File: src/rtl/zt_sram.sv
module zt_sram #(
  parameter int ADDR_W = 6,
  parameter int BYTES  = 4,
  parameter int BYTE_W = 9
) (
  input  logic                      clk,
  input  logic                      rst_n,
  input  logic                      clk_en,
  input  logic                      adv_ld,
  input  logic                      burst_xor,
  input  logic                      sel_a,
  input  logic                      sel_b,
  input  logic                      sel_n,
  input  logic                      wr_en,
  input  logic [BYTES-1:0]          byte_we,
  input  logic [ADDR_W-1:0]         addr,
  input  logic [BYTES*BYTE_W-1:0]   din,
  output logic [BYTES*BYTE_W-1:0]   dout,
  output logic                      dout_oe
);
  localparam int DATA_W = BYTES * BYTE_W;
  localparam int DEPTH  = 1 << ADDR_W;

  logic [DATA_W-1:0] mem [DEPTH];

  logic              sel_ok;
  logic [ADDR_W-1:0] bst_base;
  logic [1:0]        bst_cnt, cnt_nx, low_nx;
  logic              bst_live, bst_wr;

  logic              cmd_v, cmd_w;
  logic [ADDR_W-1:0] cmd_a;

  logic              s1_v, s1_w, s2_v, s2_w;
  logic [ADDR_W-1:0] s1_a, s2_a;
  logic [BYTES-1:0]  s1_be, s2_be;

  logic              wb_v;
  logic [ADDR_W-1:0] wb_a;
  logic [DATA_W-1:0] wb_d;
  logic [BYTES-1:0]  wb_be;

  logic [DATA_W-1:0] rd_raw, rd_fwd;
  logic              wb_hit;

  assign sel_ok = sel_a & sel_b & ~sel_n;
  assign cnt_nx = bst_cnt + 2'd1;
  assign low_nx = burst_xor ? (bst_base[1:0] ^ cnt_nx) : (bst_base[1:0] + cnt_nx);

  assign cmd_v = adv_ld ? bst_live : sel_ok;
  assign cmd_w = adv_ld ? bst_wr   : wr_en;
  assign cmd_a = adv_ld ? {bst_base[ADDR_W-1:2], low_nx} : addr;

  always_ff @(posedge clk or negedge rst_n) begin
    if (!rst_n) begin
      bst_base <= '0;
      bst_cnt  <= '0;
      bst_live <= 1'b0;
      bst_wr   <= 1'b0;
    end else if (clk_en) begin
      if (!adv_ld) begin
        bst_base <= addr;
        bst_cnt  <= '0;
        bst_live <= sel_ok;
        bst_wr   <= wr_en;
      end else if (bst_live) begin
        bst_cnt  <= cnt_nx;
      end
    end
  end

  always_ff @(posedge clk or negedge rst_n) begin
    if (!rst_n) begin
      s1_v <= 1'b0; s1_w <= 1'b0; s1_a <= '0; s1_be <= '0;
      s2_v <= 1'b0; s2_w <= 1'b0; s2_a <= '0; s2_be <= '0;
    end else if (clk_en) begin
      s1_v  <= cmd_v;
      s1_w  <= cmd_w;
      s1_a  <= cmd_a;
      s1_be <= byte_we;
      s2_v  <= s1_v;
      s2_w  <= s1_w;
      s2_a  <= s1_a;
      s2_be <= s1_be;
    end
  end

  always_ff @(posedge clk or negedge rst_n) begin
    if (!rst_n) begin
      wb_v  <= 1'b0;
      wb_a  <= '0;
      wb_d  <= '0;
      wb_be <= '0;
    end else if (clk_en) begin
      wb_v  <= s2_v & s2_w;
      wb_a  <= s2_a;
      wb_d  <= din;
      wb_be <= s2_be;
    end
  end

  always_ff @(posedge clk or negedge rst_n) begin
    if (!rst_n) begin
      for (int w = 0; w < DEPTH; w++) mem[w] <= '0;
    end else if (clk_en && wb_v) begin
      for (int i = 0; i < BYTES; i++)
        if (wb_be[i]) mem[wb_a][i*BYTE_W +: BYTE_W] <= wb_d[i*BYTE_W +: BYTE_W];
    end
  end

  assign rd_raw = mem[s2_a];
  assign wb_hit = wb_v && (wb_a == s2_a);

  for (genvar g = 0; g < BYTES; g++) begin : g_fwd
    assign rd_fwd[g*BYTE_W +: BYTE_W] = (wb_hit && wb_be[g]) ? wb_d[g*BYTE_W +: BYTE_W]
                                                             : rd_raw[g*BYTE_W +: BYTE_W];
  end

  always_ff @(posedge clk or negedge rst_n) begin
    if (!rst_n) begin
      dout    <= '0;
      dout_oe <= 1'b0;
    end else if (clk_en) begin
      dout_oe <= s2_v & ~s2_w;
      if (s2_v && !s2_w) dout <= rd_fwd;
    end
  end

  AST_STALL_HOLD: assert property (@(posedge clk) disable iff (!rst_n)
    !clk_en |=> $stable(dout) && $stable(dout_oe));
  AST_READ_DRIVES: assert property (@(posedge clk) disable iff (!rst_n)
    clk_en && s2_v && !s2_w |=> dout_oe);
  AST_WRITE_QUIET: assert property (@(posedge clk) disable iff (!rst_n)
    clk_en && s2_v && s2_w |=> !dout_oe);
  AST_DESELECT_EMPTY: assert property (@(posedge clk) disable iff (!rst_n)
    clk_en && !adv_ld && !(sel_a && sel_b && !sel_n) |=> !s1_v);
  AST_BURST_UPPER: assert property (@(posedge clk) disable iff (!rst_n)
    clk_en && adv_ld && s1_v |=> s1_v && (s1_a[ADDR_W-1:2] == $past(s1_a[ADDR_W-1:2])));
endmodule

File: config.mk
export PLATFORM = sky130hd
export DESIGN_NAME = zt_sram
export DESIGN_NICKNAME = d
export VERILOG_FILES = /design/src/rtl/zt_sram.sv
export SDC_FILE = /design/constraint.sdc
export NUM_CORES = 2
export LEC_CHECK = 0
export BUFFER_PORTS_ARGS = -buffer_cell sky130_fd_sc_hd__buf_4
export CORE_MARGIN = 10
export CORE_UTILIZATION = 55
export DETAILED_ROUTE_END_ITERATION = 8
export PLACE_DENSITY = 0.72
export SYNTH_ARGS = -nofsm -noshare
export SYNTH_HDL_FRONTEND = slang
export SYNTH_SLANG_ARGS = --single-unit
File: constraint.sdc
create_clock -name clk -period 5.4 [get_ports clk]
set_input_delay 0.27 -clock clk [delete_from_list [all_inputs] [get_ports clk]]
set_output_delay 0.27 -clock clk [all_outputs]
set_load 0.02 [all_outputs]
==> key figures <==
STA
  • Slew @ Worst Pin: between 1000 and 1500 ps
  • Setup WS post-layout: between 1000 and 1500 ps
  • Final Hold Viols: 0
  • Clk_skew: ~27 ps
  • RSZ-0062 raised after global routing: no
  • Slew HR: 0.00950
  • Maximum clock rate: 243 MHz
  • TNS Setup: 0 ps
  • Period utilization: 0.761
  • Hold WS: 2.07 ps
  • Min Clock Period, post-route: between 4000 and 5000 ps
  • Final Max Tran Viols: 0
  • Final setup viols: 0

Placed design
  • Pre-CTS WS: ~1200 ps
  • Dpl cell area: ~110000 µm²
  • Inst Count DP: roughly 9400
  • I/O Buffers: a little over 90
  • HPWL after DPL: slightly below 200000 µm
  • GPL Wtd Cong: 0.864

Clock network
  • Max H-tree Level: 4
  • CTS root buf: clkbuf_16
  • Clk slew on worst S/H paths: ~60 ps
  • Resized cells post-CTS: 0
  • Worst skew pair latency: a little under 900 ps
  • CTS Buf Count: 240
  • Clk sinks: approximately 2400
  • Clk buf depth: 3
  • CTS tree: done

Logic synthesis
  • Primary FF master, synth: dfrtp_1
  • Synth top area share: 0.557
  • Synth async-reset ratio: 1.00
  • Syn Nets: 7038
  • Synth area leader: dfrtp_1
  • Ys Warns: 0
  • Number of enable flip-flop cells after synthesis: 0
  • Seq/Total Area, Yosys: 0.557
  • Mapped Avg Cell Area: about 16 µm²
  • Post-Syn Instances: around 7000
  • Yosys reg bits: 2420
  • Mapped Area: about 110000 µm²
  • Area contributors post-synth: dfrtp_1, mux2_2, mux4_2
  • Post-synth top cells: dfrtp_1, mux2_2, mux4_2, clkbuf_1, nor2_1
  • Count leader, synth: dfrtp_1
  • Unique cell type count in the Yosys netlist: 47

Worst setup path
  • Crit-path max FO: 38
  • CP Capture Type: register
  • Crit start category: register
  • Crit path DAT: about 4800 ps
  • WP data required: 6110 ps
  • Reg2reg path depth: 7
  • Worst Path Class, Setup: reg -> reg

Route
  • Remaining antenna violation count: 0
  • Pre-antenna DRT Iters: 9
  • Residual DRC: 256
  • Final wirelength: a little over 300000 µm
  • Vias per cell: around 6.5
  • Initial drt markers: about 7000
  • WL/cell: 31.0 µm
  • Via count: 64731

Floorplanning
  • Rows: approximately 160
  • Die W: between 400 and 500 µm
  • Core area: between 150000 and 200000 µm²
  • Die area: approximately 220000 µm²
  • Initial core utilization: 0.552
  • IO Pins: between 90 and 100
  • Die Ht: around 460 µm

Final layout
  • Area Overhead vs Synth: 11.4%
  • Design area: approximately 120000 µm²
  • Layout cell share with drive strength beyond 1: 0.517
  • Nets: about 7100
  • Final instance count without filler cells: 9889
  • Final core occ: 0.615

Global routing
  • Global-route wire length before repair: roughly 460000 µm
  • Total track usage: 0.283
  • Number of global-route vias before repair: a little under 70000
  • GRT Residual Overflow: 0
  • Largest net degree at the start of global routing: 180
  • Initial antenna violation count: 21

Job
  • Max Cap Violations: 1

Power and ir drop
  • P_leak: between 50 and 60 nW
  • Pwr Total: between 40 and 50 mW
  • Pwr/cell area: between 300 and 400 nW/µm²
  • Worst vdd ir: between 0.0003 and 0.0004 V

Worst hold path
  • Path type of the worst min-delay path: in -> async

Outcome
  • Failing checks: DRC, capacitance limit
  • Status: finished, violations left
## per-layer routing
metal / share of wire / track usage / up-vias
li1: - / - / 26178
met1: 0.40 / 0.385 / 35256
met2: 0.46 / 0.435 / 2551
met3: 0.086 / 0.0745 / 730
met4: 0.046 / 0.112 / 16
met5: 0.00036 / 0.00223 / -
## logic make-up after synthesis
logic type / synth area share
AOI/OAI and AO/OA: 0.0266
xor gates and xnor gates: 0.000483
adders and majority gates: 0.000115
buffers and inverters: 0.0216
DFF: 0.557
muxes: 0.371
and+or+nand+nor: 0.0234
## cell usage in the layout (no fill, tap or decap), types with 52 or more instances in the layout
cell / count
clkbuf_8: 63
dlygate4sd3_1: 52
nor2_1: 200
dfrtp_1: 2380
nand2_1: 202
clkbuf_1: 58
buf_4: 227
mux2_2: 2385
mux4_2: 579
nor2_2: 64
a22oi_1: 201
clkbuf_16: 245
a21oi_1: 123
## critical path, stage by stage, from the launching register on
cell	delay, ps
dfrtp_4	1100
inv_1	470
o221ai_1	420
nor3_2	230
and3_1	230
buf_4	200
a2111oi_0	1140
nor4_1	80
## path summary, 6_finish.rpt
| path | start | to | slack (ps) |
|---|---|---|---|
| max | s2_a[0] | dout[28] | 1290 |
| min | rst_n | mem[851] | 2 |
| max reg2reg | s2_a[0] | dout[28] | 1290 |
| min reg2reg | mem[1049] | mem[1049] | 500 |
| max in group asynchronous | rst_n | mem[113] | 3690 |
| min in group clk | burst_xor | s1_a[1] | 70 |
## flip-flops by register name (all words and copies together), names as in the netlist, 2 cells and up
signal,cells
s1_be,4
wb_be,4
wb_d,36
bst_cnt,2
s2_be,4
mem,2304
s2_a,6
wb_a,6
dout,36
s1_a,6
bst_base,6
## timing repair
item	4_1_cts	5_1_grt
endpoints found under the hold margin	281	0
hold buffers	52	0
setup buffers	0	0
endpoints found under the setup margin	0	0
## power by group
group,internal [mW],switching (mW),total [mW],leakage (nW)
combinational,1.58,2.96,4.54,19.7
sequential,18.6,0.872,19.5,33.5
clock,10.2,7.25,17.5,4.11
total,30.4,11.1,41.5,57.3
## cell type report
type                    count  area (µm²)
fillers                 14421       75800
clock inverters            87        1100
inverters                  15        56.3
repair buffers            315        2950
flip-flops and latches   2420       60600
well taps                2640        3300
multi-input cells        4028       45900
clock buffers             366        7220
diodes                     18        45.0
(Power assumes the default switching activity.)
